--- src/rtl/sb_pkg.sv ---
package sb_pkg;

  localparam int CLS_W   = 4;
  localparam int MAX_LAT = 20;
  localparam int CNT_W   = $clog2(MAX_LAT + 1);

  typedef enum logic [CLS_W-1:0] {
    CLS_UNKNOWN  = 4'd0,
    CLS_INT      = 4'd1,
    CLS_BRANCH   = 4'd2,
    CLS_IMUL     = 4'd3,
    CLS_IDIV     = 4'd4,
    CLS_LOAD     = 4'd5,
    CLS_XFER     = 4'd6,
    CLS_STORE    = 4'd7,
    CLS_PREF     = 4'd8,
    CLS_FP_SHORT = 4'd9,
    CLS_FP_CVT   = 4'd10,
    CLS_FP_ARITH = 4'd11,
    CLS_FP_DIV   = 4'd12,
    CLS_FP_SQRT  = 4'd13,
    CLS_MACRO    = 4'd14,
    CLS_RSVD     = 4'd15
  } cls_t;

  function automatic logic [CNT_W-1:0] cls_latency(input logic [CLS_W-1:0] c);
    logic [CNT_W-1:0] lat;
    case (c)
      CLS_INT, CLS_BRANCH:           lat = CNT_W'(2);
      CLS_IMUL:                      lat = CNT_W'(5);
      CLS_IDIV:                      lat = CNT_W'(20);
      CLS_LOAD, CLS_XFER:            lat = CNT_W'(5);
      CLS_STORE, CLS_PREF:           lat = CNT_W'(0);
      CLS_FP_SHORT:                  lat = CNT_W'(3);
      CLS_FP_CVT:                    lat = CNT_W'(5);
      CLS_FP_ARITH:                  lat = CNT_W'(7);
      CLS_FP_DIV:                    lat = CNT_W'(9);
      CLS_FP_SQRT:                   lat = CNT_W'(15);
      CLS_MACRO:                     lat = CNT_W'(4);
      default:                       lat = CNT_W'(1);
    endcase
    return lat;
  endfunction

  function automatic logic cls_is_mem(input logic [CLS_W-1:0] c);
    return (c == CLS_LOAD) || (c == CLS_XFER) || (c == CLS_STORE) || (c == CLS_PREF);
  endfunction

endpackage

--- src/rtl/sb_class_decode.sv ---
module sb_class_decode
  import sb_pkg::*;
(
  input  logic [CLS_W-1:0] cls,
  output logic [CNT_W-1:0] reload,
  output logic             writes,
  output logic             is_mem
);

  logic [CNT_W-1:0] lat;

  always_comb begin
    lat    = cls_latency(cls);
    writes = (lat != '0);
    reload = writes ? (lat - CNT_W'(1)) : '0;
    is_mem = cls_is_mem(cls);
  end

endmodule

--- src/rtl/sb_reg_timer.sv ---
module sb_reg_timer
  import sb_pkg::*;
#(
  parameter int NUM_LANES = 2,
  parameter int REG_W     = 5,
  parameter int REG_IDX   = 1
) (
  input  logic                              clk,
  input  logic                              rst_n,
  input  logic [NUM_LANES-1:0]              wr_en,
  input  logic [NUM_LANES-1:0][REG_W-1:0]   wr_dst,
  input  logic [NUM_LANES-1:0][CNT_W-1:0]   wr_reload,
  output logic                              pending
);

  logic [CNT_W-1:0] cnt_q;
  logic [CNT_W-1:0] cnt_d;
  logic             cnt_en;

  // Younger lanes come later in the loop, so they take precedence.
  always_comb begin
    cnt_d  = cnt_q;
    cnt_en = 1'b0;
    if (cnt_q != '0) begin
      cnt_d  = cnt_q - CNT_W'(1);
      cnt_en = 1'b1;
    end
    for (int l = 0; l < NUM_LANES; l++) begin
      if (wr_en[l] && (wr_dst[l] == REG_W'(REG_IDX))) begin
        cnt_d  = wr_reload[l];
        cnt_en = 1'b1;
      end
    end
  end

  always_ff @(posedge clk or negedge rst_n) begin
    if (!rst_n) begin
      cnt_q <= '0;
    end else if (cnt_en) begin
      cnt_q <= cnt_d;
    end
  end

  assign pending = (cnt_q != '0);

endmodule

--- src/rtl/sb_issue_ctl.sv ---
module sb_issue_ctl #(
  parameter int NUM_LANES = 2,
  parameter int NUM_REGS  = 32,
  parameter int REG_W     = 5
) (
  input  logic [NUM_LANES-1:0]              valid,
  input  logic [NUM_LANES-1:0][REG_W-1:0]   dst,
  input  logic [NUM_LANES-1:0][REG_W-1:0]   src_a,
  input  logic [NUM_LANES-1:0][REG_W-1:0]   src_b,
  input  logic [NUM_LANES-1:0]              writes,
  input  logic [NUM_LANES-1:0]              is_mem,
  input  logic [NUM_REGS-1:0]               pend_vec,
  output logic [NUM_LANES-1:0]              hold,
  output logic [NUM_LANES-1:0]              issue
);

  logic [NUM_LANES-1:0] src_busy;
  logic [NUM_LANES-1:0] intra_dep;
  logic [NUM_LANES-1:0] port_clash;

  always_comb begin
    hold       = '0;
    src_busy   = '0;
    intra_dep  = '0;
    port_clash = '0;
    for (int i = 0; i < NUM_LANES; i++) begin
      src_busy[i] = pend_vec[src_a[i]] || pend_vec[src_b[i]];
      for (int j = 0; j < i; j++) begin
        if (valid[j] && writes[j] && (dst[j] != '0) &&
            ((src_a[i] == dst[j]) || (src_b[i] == dst[j]))) begin
          intra_dep[i] = 1'b1;
        end
        if (valid[j] && is_mem[j] && is_mem[i]) begin
          port_clash[i] = 1'b1;
        end
        if (valid[j] && hold[j]) begin
          intra_dep[i] = 1'b1;
        end
      end
      hold[i] = valid[i] && (src_busy[i] || intra_dep[i] || port_clash[i]);
    end
    issue = valid & ~hold;
  end

endmodule

--- src/rtl/lat_scoreboard.sv ---
module lat_scoreboard
  import sb_pkg::*;
#(
  parameter int NUM_LANES = 2,
  parameter int NUM_REGS  = 32,
  localparam int REG_W    = $clog2(NUM_REGS)
) (
  input  logic                              clk,
  input  logic                              rst_n,
  input  logic [NUM_LANES-1:0]              in_valid,
  input  logic [NUM_LANES-1:0][CLS_W-1:0]   in_class,
  input  logic [NUM_LANES-1:0][REG_W-1:0]   in_dst,
  input  logic [NUM_LANES-1:0][REG_W-1:0]   in_src_a,
  input  logic [NUM_LANES-1:0][REG_W-1:0]   in_src_b,
  output logic [NUM_LANES-1:0]              out_hold
);

  logic                             rst_s0;
  logic                             rst_sync_n;
  logic [NUM_LANES-1:0][CNT_W-1:0]  reload;
  logic [NUM_LANES-1:0]             writes;
  logic [NUM_LANES-1:0]             is_mem;
  logic [NUM_LANES-1:0]             issue;
  logic [NUM_LANES-1:0]             wr_en;
  logic [NUM_REGS-1:0]              pend_vec;

  // Reset asserts at once, deasserts two edges after rst_n rises.
  always_ff @(posedge clk or negedge rst_n) begin
    if (!rst_n) begin
      rst_s0     <= 1'b0;
      rst_sync_n <= 1'b0;
    end else begin
      rst_s0     <= 1'b1;
      rst_sync_n <= rst_s0;
    end
  end

  for (genvar l = 0; l < NUM_LANES; l++) begin : g_lane
    sb_class_decode u_dec (
      .cls    (in_class[l]),
      .reload (reload[l]),
      .writes (writes[l]),
      .is_mem (is_mem[l])
    );
    assign wr_en[l] = issue[l] && writes[l] && (in_dst[l] != '0);
  end

  sb_issue_ctl #(
    .NUM_LANES (NUM_LANES),
    .NUM_REGS  (NUM_REGS),
    .REG_W     (REG_W)
  ) u_ctl (
    .valid    (in_valid),
    .dst      (in_dst),
    .src_a    (in_src_a),
    .src_b    (in_src_b),
    .writes   (writes),
    .is_mem   (is_mem),
    .pend_vec (pend_vec),
    .hold     (out_hold),
    .issue    (issue)
  );

  assign pend_vec[0] = 1'b0;

  for (genvar r = 1; r < NUM_REGS; r++) begin : g_reg
    sb_reg_timer #(
      .NUM_LANES (NUM_LANES),
      .REG_W     (REG_W),
      .REG_IDX   (r)
    ) u_tmr (
      .clk       (clk),
      .rst_n     (rst_sync_n),
      .wr_en     (wr_en),
      .wr_dst    (in_dst),
      .wr_reload (reload),
      .pending   (pend_vec[r])
    );
  end

endmodule

--- config.mk ---
export PLATFORM = sky130hd
export DESIGN_NAME = lat_scoreboard
export DESIGN_NICKNAME = d
export VERILOG_FILES = /design/src/rtl/sb_pkg.sv /design/src/rtl/sb_class_decode.sv /design/src/rtl/sb_reg_timer.sv /design/src/rtl/sb_issue_ctl.sv /design/src/rtl/lat_scoreboard.sv
export SDC_FILE = /design/constraint.sdc
export NUM_CORES = 1
export LEC_CHECK = 0
export ABC_AREA = 1
export ABC_CLOCK_PERIOD_IN_PS = 7000
export CAP_MARGIN = 20
export CORE_MARGIN = 2
export CORE_UTILIZATION = 30
export DETAILED_ROUTE_END_ITERATION = 7
export PLACE_DENSITY = 0.56
export SLEW_MARGIN = 30
export SYNTH_ARGS = -nofsm -noshare
export SYNTH_HDL_FRONTEND = slang
export SYNTH_SLANG_ARGS = --single-unit
--- constraint.sdc ---
create_clock -name clk -period 7 [get_ports clk]
set_clock_uncertainty 0.2 [all_clocks]
set_input_delay 1.4 -clock clk [delete_from_list [all_inputs] [get_ports clk]]
set_output_delay 1.4 -clock clk [all_outputs]
set_load 0.02 [all_outputs]
==> results of run 1 <==
==> flip-flops by register name (all words and copies together) (netlist names) <==
register and flops:
rst_sync_n 1, g.u_tmr.cnt_q 155, rst_s0 1
==> how the worst min path moves through the flow <==
stage | start | endpoint | depth (start not counted)
floorplan | rst_s0$_DFF_PN0_ | rst_sync_n$_DFF_PN0_ | 0
global placement | rst_sync_n$_DFF_PN0_ | g_reg[13].u_tmr.cnt_q[2]$_DFFE_PN0P_ | 0
detailed placement | rst_sync_n$_DFF_PN0_ | g_reg[24].u_tmr.cnt_q[3]$_DFFE_PN0P_ | 0
CTS | rst_sync_n$_DFF_PN0_ | g_reg[13].u_tmr.cnt_q[4]$_DFFE_PN0P_ | 0
global route | rst_sync_n$_DFF_PN0_ | g_reg[13].u_tmr.cnt_q[4]$_DFFE_PN0P_ | 0
finish | rst_sync_n$_DFF_PN0_ | g_reg[13].u_tmr.cnt_q[4]$_DFFE_PN0P_ | 0
==> cells by family (layout without fill, tap and decap cells) <==
| family | count (synthesis) | in the layout |
|---|---|---|
| other cells | 1 | 1 |
| fa+ha+maj | 74 | 74 |
| buf+inv | 344 | 372 |
| xor+xnor | 96 | 96 |
| simple gates | 1569 | 1569 |
| compound gates | 231 | 231 |
| flops | 157 | 157 |
==> final cells by class <==
class	count	area, µm²	share of cell area (%)
Clock buffer	21	470	2.76
Sequential cell	157	3930	23.1
Clock inverter	11	131	0.771
Multi-Input combinational cell	1971	9970	58.5
Inverter	266	1000	5.89
Tap cell	672	841	4.94
Timing Repair Buffer	74	692	4.06
==> stage by stage <==
step,instances,instance area [µm²],utilization [%],total power [W]
CTS,3172,17000,33.9,0.00654
global route,3172,17000,33.9,0.00726
finish,3172,17000,33.9,0.00655
global placement,3140,16400,32.7,0.00545
floorplan,2472,15300,-,0.00459
detailed placement,3140,16400,32.7,0.00552
==> cells in the mapped netlist (4+ instances only) <==
master / number
nand4_2: 24
nand2_1: 899
buf_4: 18
o21ai_0: 115
inv_1: 241
a21oi_1: 101
nor2_1: 186
nor2_4: 10
xnor2_1: 12
nand2_2: 4
o21ai_1: 7
xor2_1: 84
clkbuf_1: 35
nor2_2: 27
buf_2: 22
nand4_1: 99
nand3b_1: 7
nand3_1: 258
nor3_1: 43
dfrtp_1: 157
inv_2: 20
ha_1: 74
==> per-layer routing <==
metal,global-route usage (%),vias to the layer above,part of all wire [%]
met5,0,-,0.022
met4,7.02,2,2.9
met3,4.64,115,8.4
met2,35.4,633,44
met1,30.7,7854,45
li1,-,8009,-
==> power by group <==
part	internal (W)	total, W	switching (W)
Combinational	0.00141	0.00381	0.00240
Sequential	0.00140	0.00175	0.000349
Clock	0.000556	0.000990	0.000434
Total	0.00337	0.00655	0.00318
==> worst max-delay path: stages <==
cell	delay, ns
clkdlybuf4s50_1	0.57
inv_1	0.12
ha_1	0.31
inv_1	0.05
nand2_1	0.07
nand2_1	0.06
nand2_1	0.05
o21a_1	0.16
inv_2	0.05
ha_1	0.24
nand3_2	0.16
nand3_1	0.09
nand2_1	0.08
clkinv_1	0.07
nand3_2	0.12
nor2_8	0.04
a21boi_0	0.38
clkdlybuf4s50_1	0.70
==> impl_results.md, run 1 <==
- Outcome: complete, no violations
- Worst EP arrival: 4.72 ns
- DR vias: 16600
- Antenna Nets Post-Route: 0
- Post-CTS Setup Bufs: 0
- Worst-Margin Slew: 1.01 ns
- Commonest register cell after synthesis: dfrtp_1
- Tot GR Track Use: 22.5%
- Clk buf depth: 2
- Fillcell total: 5567
- N_diodes: 0
- Max FO, Critical Path: 5
- WS Path Type: in2out
- Die Ht: 230 µm
- Ys Warns: 0
- Max transition margin: 32.7%
- Port buffer count: 43
- Syn Inst Count: 2472
- Fmax: 158 MHz
- Post-synthesis mux area share: 0%
- HP Class: reg2async
- Crit path from: in_class[1]
- CTS Buf Count: 17
- FF-to-FF End: g_reg[2].u_tmr.cnt_q[0]$_DFFE_PN0P_
- Largest cells by area after synthesis: dfrtp_1 (26%), nand2_1 (22%), nand3_1 (8.4%)
- Largest net degree at the start of global routing: 66
- Drt wl/cell: 18.7 µm
- Layout cells sized above 1: 6.68%
- Tcrit/Tclk final: 90.2%
- Resize count post-CTS: 0
- CP Launch Type: input port
- Post-route minimum period: 6.32 ns
- Syn_area_per_cell: 6.19 µm²
- Synth Area in Simple Gates: 45.8%
- Compound-gate portion of the synthesized area: 7.67%
- Leak Pwr: 8.66 nW
- Vias/cell: 5.24
- I/O pins: 44
- Clk root buf: clkbuf_16
- Worst setup EP type: primary output
- Final GP Congestion: 0.947
- Peak supply drop: 195 µV
- Initial core utilization: 30.4%
- Post-CTS Hold Fix Bufs: 0
- Seq cells post-synth: 157
- Iteration-0 DRC Markers: 1464
- Core box area: 50300 µm²
- Hpwl dp: 41.5 mm
- Post-synthesis adder-cell area fraction: 6.05%
- Hold Worst Slack: 0.112 ns
- Cell area after synthesis: 15300 µm²
- Seq/Total Area, Yosys: 25.7%
- Post-synth ARST share: 100%
- Global route total overflow: 0
- Antenna violations before repair: 1
- Setup Viol. Count Final: 0
- Commonest non-fill, non-tap cells in the layout: nand2_1 (899), nand3_1 (258), inv_1 (238)
- Synth unique cells: 41
- Yosys top cell area share: 25.7%
- Via count of the first global-routing pass: 15700
- FF-to-FF Start: g_reg[4].u_tmr.cnt_q[0]$_DFFE_PN0P_
- Synth Area in XOR/XNOR: 5.50%
- CTS tree: done
- Row count: 82
- First-pass GRT wire length: 91.3 mm
- Syn_nets: 2588
- Max-slew violations: 0
- Pre-CTS setup slack: 0.656 ns
- Reg2reg path depth: 20
- RSZ-0062 raised after global routing: no
- Clock latency on the worst-skew pair: 0.49 ns
- Final hold vios: 0
- Setup WS post-layout: 0.684 ns
- Clk sinks: 157
- Final net count: 2603
- Worst Path Required: 5.40 ns
- Clock-pin slew on the worst setup and hold paths: 0.07 ns
- DRC: 0
- R2R setup slack: 2.62 ns
- Total wire length: 59.4 mm
- Most common cell after layout, fill and taps aside: nand2_1
- H-tree depth: 4
- Max Cap Viol: 0
- Largest family of logic cells by synthesized area: simple AND/OR/NAND/NOR gates
- Final setup TNS: 0 ns
- First-pass DRT Iterations: 7
- Layout area overhead: 11.4%
- Pwr Density: 384 nW/µm²
- Cell taking the most area after synthesis: dfrtp_1
- Worst Setup EP: out_hold[1]
- Die Span X: 230 µm
- Die footprint: 52800 µm²
- Post-synth EDFFs: 0
Power figures use the tool's default switching activity.
==> run 2, diff against run 1 <==
Settings changed: CORE_MARGIN 2 to 8, SYNTH_HIERARCHICAL set to 1.
==> impl_results.md, run 2 <==
- Crit path buf inv count: 5 (was 6)
- Hpwl dp: 36.7 mm (was 41.5 mm)
- Most common cell in the synthesized netlist: nand2_1 (unchanged)
- Die Span X: 257 µm (was 230 µm)
- Ys Warns: 6 (was 0)
- Met2 routed WL: 22.7 mm (was 25.9 mm)
- Syn_area_per_cell: 6.49 µm² (was 6.19 µm²)
- Clock-pin slew on the worst setup and hold paths: 0.06 ns (was 0.07 ns)
- Leak Pwr: 10.6 nW (was 8.66 nW)
- CTS Buf Count: 17 (unchanged)
- Via count of the first global-routing pass: 15300 (was 15700)
- Max Cap Viol: 0 (unchanged)
- Worst Path Required: 5.40 ns (about the same)
- Antenna violations before repair: 9 (was 1)
- Tot GR Track Use: 16.4% (was 22.5%)
- WS Path Type: in2out (unchanged)
- Crit-path most repeated cell: inv_1 (was nand2_1)
- H-tree depth: 4 (unchanged)
- Port buffer count: 43 (unchanged)
- Max FO, Critical Path: 6 (was 5)
- CP top delay family: buffers and inverters (unchanged)
- Ordered list of cells on the worst path: clkdlybuf4s50_1, inv_1, ha_1, inv_1, nand2_1, nand3_2, nand2_2, nor2_4, nand3_2, nand3_1, inv_1, a21oi_1, nand2_1, nor2_4, a21oi_1, clkdlybuf4s50_1 (was clkdlybuf4s50_1, inv_1, ha_1, inv_1, nand2_1, nand2_1, nand2_1, o21a_1, inv_2, ha_1, nand3_2, nand3_1, nand2_1, clkinv_1, nand3_2, nor2_8, a21boi_0, clkdlybuf4s50_1)
- Seq/Total Area, Yosys: 22.6% (was 25.7%)
- Pwr Density: 312 nW/µm² (was 384 nW/µm²)
- Post-CTS Hold Fix Bufs: 0 (unchanged)
- Total wire length: 54.5 mm (was 59.4 mm)
- Resize count post-CTS: 0 (unchanged)
- Most common cell after layout, fill and taps aside: nand2_1 (unchanged)
- HP Class: reg2async (unchanged)
- Post-synth top cells: nand2_1 (824), nand3_1 (430), inv_1 (390), dfrtp_1 (157), nor2_1 (147) (was nand2_1 (899), nand3_1 (258), inv_1 (241), nor2_1 (186), dfrtp_1 (157))
- Setup WS post-layout: 1.13 ns (was 0.684 ns)
- Worst-Margin Slew: 1.03 ns (was 1.01 ns)
- Biggest regs: g.u_tmr/cnt_q (155), rst_s0 (1), rst_sync_n (1) (was g.u_tmr.cnt_q (155), rst_s0 (1), rst_sync_n (1))
- Post-route minimum period: 5.87 ns (was 6.32 ns)
- Post-synth ARST share: 100% (unchanged)
- Row count: 88 (was 82)
- Metal-1 WL: 27.2 mm (was 26.8 mm)
- CP Launch Type: input port (unchanged)
- Largest register FFs: 155 (unchanged)
- Post-synth EDFFs: 0 (unchanged)
- Initial core utilization: 30.2% (was 30.4%)
- Commonest register cell after synthesis: dfrtp_1 (unchanged)
- Clk sinks: 157 (unchanged)
- Final GP Congestion: 0.905 (was 0.947)
- Die Ht: 257 µm (was 230 µm)
- Max-slew violations: 0 (unchanged)
- Largest net degree at the start of global routing: 61 (was 66)
- I/O pins: 44 (unchanged)
- First-pass DRT Iterations: 5 (was 7)
- Global route total overflow: 0 (unchanged)
- Setup Viol. Count Final: 0 (unchanged)
- First-pass GRT wire length: 85.8 mm (was 91.3 mm)
- Yosys top cell area share: 22.6% (was 25.7%)
- Layout area overhead: 11.7% (was 11.4%)
- Iteration-0 DRC Markers: 1191 (was 1464)
- Outcome: complete, no violations (unchanged)
- Synth unique cells: 44 (was 41)
- DRC: 0 (unchanged)
- Crit path largest cell delay: 0.63 ns (was 0.70 ns)
- Highest routed metal layer: met5 (unchanged)
- Antenna Nets Post-Route: 0 (unchanged)
- Die footprint: 66000 µm² (was 52800 µm²)
- Worst setup EP type: primary output (unchanged)
- Tcrit/Tclk final: 83.8% (was 90.2%)
- Layout cells sized above 1: 16.4% (was 6.68%)
- Commonest non-fill, non-tap cells in the layout: nand2_1 (824), nand3_1 (430), inv_1 (390) (was nand2_1 (899), nand3_1 (258), inv_1 (238))
- Pre-CTS setup slack: 1.13 ns (was 0.656 ns)
- Final net count: 2842 (was 2603)
- Vias/cell: 4.72 (was 5.24)
- Cell area after synthesis: 17400 µm² (was 15300 µm²)
- Syn Inst Count: 2685 (was 2472)
- Final hold vios: 0 (unchanged)
- Clk root buf: clkbuf_16 (unchanged)
- Core box area: 57600 µm² (was 50300 µm²)
- Clock latency on the worst-skew pair: 0.50 ns (was 0.49 ns)
- Max transition margin: 30.9% (was 32.7%)
- Seq cells post-synth: 157 (unchanged)
- Post-CTS Setup Bufs: 0 (unchanged)
- Metal3 WL: 3.42 mm (was 4.98 mm)
- Drt wl/cell: 15.4 µm (was 18.7 µm)
- Most flop-heavy register: g.u_tmr/cnt_q (was g.u_tmr.cnt_q)
- Fillcell total: 6302 (was 5567)
- Fmax: 170 MHz (was 158 MHz)
- Fin util: 33.8% (was 33.9%)
- RSZ-0062 raised after global routing: no (unchanged)
- CTS tree: done (unchanged)
- Cell taking the most area after synthesis: dfrtp_1 (unchanged)
- Clk buf depth: 2 (unchanged)
- Peak supply drop: 158 µV (was 195 µV)
- Worst EP arrival: 4.27 ns (was 4.72 ns)
- Slowest cell on crit path: clkdlybuf4s50_1 (unchanged)
- Largest cells by area after synthesis: dfrtp_1 (23%), nand2_1 (18%), nand3_1 (12%) (was dfrtp_1 (26%), nand2_1 (22%), nand3_1 (8.4%))
- Final setup TNS: 0 ns (unchanged)
- DR vias: 16700 (was 16600)
==> run 2: cell types whose count changed after synthesis, sizes merged, moves of 52 or more <==
cell,change
nand4,-62
inv,+156
or2,+63
nand3,+245
o21ai,-74
a21oi,-72
nor2,+74
nand3b,+52
==> run 2: path summary, 6_finish.rpt <==
check	start	to	slack [ns]	cells after the start
max	in_class[1]	out_hold[1]	1.13	16
min	rst_sync_n$_DFF_PN0_	g_reg[11].u_tmr/cnt_q[0]$_DFFE_PN0P_	0.14	0
max reg2reg	g_reg[18].u_tmr/cnt_q[0]$_DFFE_PN0P_	g_reg[21].u_tmr/cnt_q[0]$_DFFE_PN0P_	2.71	25
min reg2reg	rst_sync_n$_DFF_PN0_	g_reg[11].u_tmr/cnt_q[0]$_DFFE_PN0P_	0.14	0
max in group asynchronous	rst_sync_n$_DFF_PN0_	g_reg[2].u_tmr/cnt_q[0]$_DFFE_PN0P_	5.20	1
min in group clk	rst_s0$_DFF_PN0_	rst_sync_n$_DFF_PN0_	0.15	0
==> run 2: final cells by class <==
class,instances,area [µm²],share of cell area [%]
inverter,452,1760,9.03
multi-input combinational,2055,11500,59.4
tap,765,957,4.92
clock inverter,7,110,0.566
timing repair buffer,72,656,3.37
antenna,3,7.51,0.0386
sequential,157,3930,20.2
clock buffer,25,485,2.50
==> run 2: cell families (layout without fill, tap and decap cells) <==
family,count (synthesis),after routing,share of synthesized area (%)
xor+xnor,41,41,2.06
other cells,2,7,0.0431
fa+ha+maj,45,45,3.23
simple gates,1877,1877,57.5
compound gates,88,88,3.10
buf+inv,475,556,11.5
flops,157,157,22.6
==> run 2: through the flow <==
| step | instances | instance area [µm²] | hold slack, ns | power [W] |
|---|---|---|---|---|
| 2_1_floorplan | 2687 | 17400 | 0.131 | 0.00428 |
| 3_3_place_gp | 3500 | 18800 | 0.134 | 0.00504 |
| 3_5_place_dp | 3501 | 18800 | 0.137 | 0.00507 |
| 4_1_cts | 3533 | 19400 | 0.152 | 0.00612 |
| 5_1_grt | 3534 | 19400 | 0.172 | 0.00673 |
| 6_report | 3536 | 19500 | 0.139 | 0.00607 |
==> run 2: routing by layer <==
metal | global-route usage (%) | vias up
li1 | - | 8643
met1 | 23.6 | 7609
met2 | 24.1 | 365
met3 | 3.61 | 67
met4 | 4.89 | 6
met5 | 0 | -
==> run 2: power breakdown <==
| group | switching (W) | total (W) | internal [W] |
|---|---|---|---|
| sequential | 0.000313 | 0.00169 | 0.00137 |
| clock | 0.000419 | 0.00100 | 0.000586 |
| combinational | 0.00209 | 0.00338 | 0.00128 |
==> run 3, diff against run 2 <==
Settings changed: ABC_CLOCK_PERIOD_IN_PS 7000 to 4880, PLACE_DENSITY 0.56 to 0.57.
Clock period 7 ns to 4.88 ns, I/O delays scaled along.
==> impl_results.md, run 3 (synthesized netlist as in run 2, its figures left out) <==
- Biggest regs: g.u_tmr/cnt_q (155), rst_s0 (1), rst_sync_n (1) (unchanged)
- Fillcell total: 6175 (was 6302)
- DR vias: 16700 (about the same)
- Largest net degree at the start of global routing: 69 (was 61)
- Area of the multi-input gates: 11500 µm² (unchanged)
- Drt wl/cell: 14.8 µm (was 15.4 µm)
- Max-slew violations: 0 (unchanged)
- Tot GR Track Use: 15.9% (was 16.4%)
- Hold depth: 0
- FF-to-FF End: g_reg[17].u_tmr/cnt_q[0]$_DFFE_PN0P_ (was g_reg[21].u_tmr/cnt_q[0]$_DFFE_PN0P_)
- Most flop-heavy register: g.u_tmr/cnt_q (unchanged)
- Via count of the first global-routing pass: 15600 (was 15300)
- Combinational power share: 55.9% (was 55.6%)
- Iteration-0 DRC Markers: 1231 (was 1191)
- Die footprint: 66000 µm² (unchanged)
- Clk sinks: 157 (unchanged)
- Max transition margin: 42.1% (was 30.9%)
- CTS Buf Count: 17 (unchanged)
- Max Cap Viol: 0 (unchanged)
- R2R setup slack: 1.07 ns (was 2.71 ns)
- Sw Pwr: 0.00401 W (was 0.00282 W)
- Worst Path Required: 3.70 ns (was 5.40 ns)
- WS Path Type: in2out (unchanged)
- Worst EP arrival: 3.22 ns (was 4.27 ns)
- Final setup TNS: 0 ns (unchanged)
- Crit path from: in_class[0] (was in_class[1])
- Worst setup EP type: primary output (unchanged)
- Vias/cell: 4.69 (was 4.72)
- Global route total overflow: 0 (unchanged)
- Internal: 0.00461 W (was 0.00324 W)
- Sw frac: 46.6% (was 46.5%)
- Final hold vios: 0 (unchanged)
- Clk root buf: clkbuf_16 (unchanged)
- Layout cells sized above 1: 17.0% (was 16.4%)
- Hpwl dp: 35.7 mm (was 36.7 mm)
- HP Class: reg2reg (was reg2async)
- Antenna violations before repair: 1 (was 9)
- RSZ-0062 raised after global routing: no (unchanged)
- DRC: 0 (unchanged)
- First-pass GRT wire length: 85.0 mm (was 85.8 mm)
- Clock-pin slew on the worst setup and hold paths: 0.06 ns (about the same)
- Setup Viol. Count Final: 0 (unchanged)
- Max FO, Critical Path: 5 (was 6)
- Peak supply drop: 286 µV (was 158 µV)
- Core box area: 57600 µm² (unchanged)
- Register Area: 3930 µm² (unchanged)
- Total wire length: 52.8 mm (was 54.5 mm)
- Clock latency on the worst-skew pair: 0.47 ns (was 0.50 ns)
- H-tree depth: 4 (unchanged)
- Final net count: 2861 (was 2842)
- Layout area overhead: 12.5% (was 11.7%)
- Reg2reg path depth: 27 (was 25)
- Pwr Density: 440 nW/µm² (was 312 nW/µm²)
- Setup WS post-layout: 0.488 ns (was 1.13 ns)
- Tcrit/Tclk final: 90.0%
- Min-Delay Endpoint: rst_sync_n$_DFF_PN0_
- Outcome: complete, no violations (unchanged)
- HP Start: rst_s0$_DFF_PN0_
- FF-to-FF Start: g_reg[17].u_tmr/cnt_q[0]$_DFFE_PN0P_ (was g_reg[18].u_tmr/cnt_q[0]$_DFFE_PN0P_)
- Largest register FFs: 155 (unchanged)
- Clk buf depth: 2 (unchanged)
- Pre-CTS setup slack: 0.148 ns (was 1.13 ns)
- Worst-Margin Slew: 0.868 ns (was 1.03 ns)
- Clock share of power: 16.0% (was 16.6%)
- Register share of total power: 28.1% (was 27.8%)
- Final GP Congestion: 0.899 (was 0.905)
- Row count: 88 (unchanged)
- Most common cell after layout, fill and taps aside: nand2_1 (unchanged)
- Antenna Nets Post-Route: 0 (unchanged)
- Post-route minimum period: 4.39 ns
- Fmax: 228 MHz
- Initial core utilization: 30.2% (unchanged)
- Die Span X: 257 µm (unchanged)
- CTS tree: done (unchanged)
- Port buffer count: 43 (unchanged)
- First-pass DRT Iterations: 6 (was 5)
- CP Launch Type: input port (unchanged)
- Leak Pwr: 10.7 nW (was 10.6 nW)
- Die Ht: 257 µm (unchanged)
- Commonest non-fill, non-tap cells in the layout: nand2_1 (824), nand3_1 (430), inv_1 (390) (unchanged)
- I/O pins: 44 (unchanged)
run 3: cell types whose count changed in the layout (fill, tap and decap cells not counted):
cell / change
clkdlybuf4s50_1: -1
buf_4: +17
diode_2: -1
clkinvlp_4: +5
bufinv_16: -1
buf_12: +3
clkbuf_1: -3
clkbuf_8: -1
buf_16: -1
dlymetal6s2s_1: +1
run 3: per-layer routing:
metal / GRT usage, % / vias to the layer above / routed length (µm)
li1: - / 8666 / -
met1: 21.8 / 7605 / 25300
met2: 25.9 / 356 / 24200
met3: 2.06 / 51 / 2410
met4: 4.46 / 0 / 842
met5: 0 / - / 0
run 3: stage by stage:
stage | utilization, % | std cells | area [µm²] | total power [W] | hold slack, ns
6_report | 34.0 | 3554 | 19600 | 0.00862 | 0.153
2_1_floorplan | - | 2687 | 17400 | 0.00615 | 0.131
4_1_cts | 34.0 | 3552 | 19600 | 0.00868 | 0.153
3_3_place_gp | 33.0 | 3520 | 19000 | 0.00722 | 0.135
3_5_place_dp | 33.0 | 3520 | 19000 | 0.00726 | 0.138
5_1_grt | 34.0 | 3553 | 19600 | 0.00958 | 0.171
run 3: how the worst max path moves through the flow:
stage	endpoint	slack (ns)	depth (start not counted)
3_3_place_gp	out_hold[1]	0.15	14
4_1_cts	out_hold[1]	0.12	14
6_report	out_hold[1]	0.49	14
2_1_floorplan	g_reg[21].u_tmr/cnt_q[0]$_DFFE_PN0P_	0.74	23
3_5_place_dp	out_hold[1]	0.15	14
5_1_grt	out_hold[1]	0.27	16
run 3: what timing repair did:
| action | in CTS | in global routing |
|---|---|---|
| setup buffers | 0 | 0 |
| gates resized for setup | 0 | 1 |
| hold buffers | 0 | 0 |
| setup endpoints to repair | 0 | 1 |
run 3: final cells by class:
class / count / share of cell area (%)
repair buffers: 91 / 4.18
clock inverters: 11 / 0.600
inverters: 452 / 8.96
multi-input cells: 2055 / 58.9
diodes: 2 / 0.0255
clock buffers: 21 / 2.35
well taps: 765 / 4.88
flip-flops and latches: 157 / 20.1
run 3: power by group through the flow:
stage / clock network (W) / logic (W) / registers (W)
6_report: 0.00138 / 0.00482 / 0.00242
3_5_place_dp: 0 / 0.00482 / 0.00244
2_1_floorplan: 0 / 0.00379 / 0.00236
4_1_cts: 0.00142 / 0.00484 / 0.00242
5_1_grt: 0.00147 / 0.00561 / 0.00251
3_3_place_gp: 0 / 0.00478 / 0.00243
run 3: critical path: stages:
cell and delay (ns):
clkdlybuf4s50_1 0.47, inv_1 0.09, ha_1 0.39, nand2_1 0.11, nand3_2 0.12, a21oi_4 0.19, nand3_2 0.11, nand3_1 0.10
inv_1 0.04, a21oi_1 0.13, nand2_1 0.10, nor2_4 0.12, a21oi_1 0.06, dlymetal6s2s_1 0.21
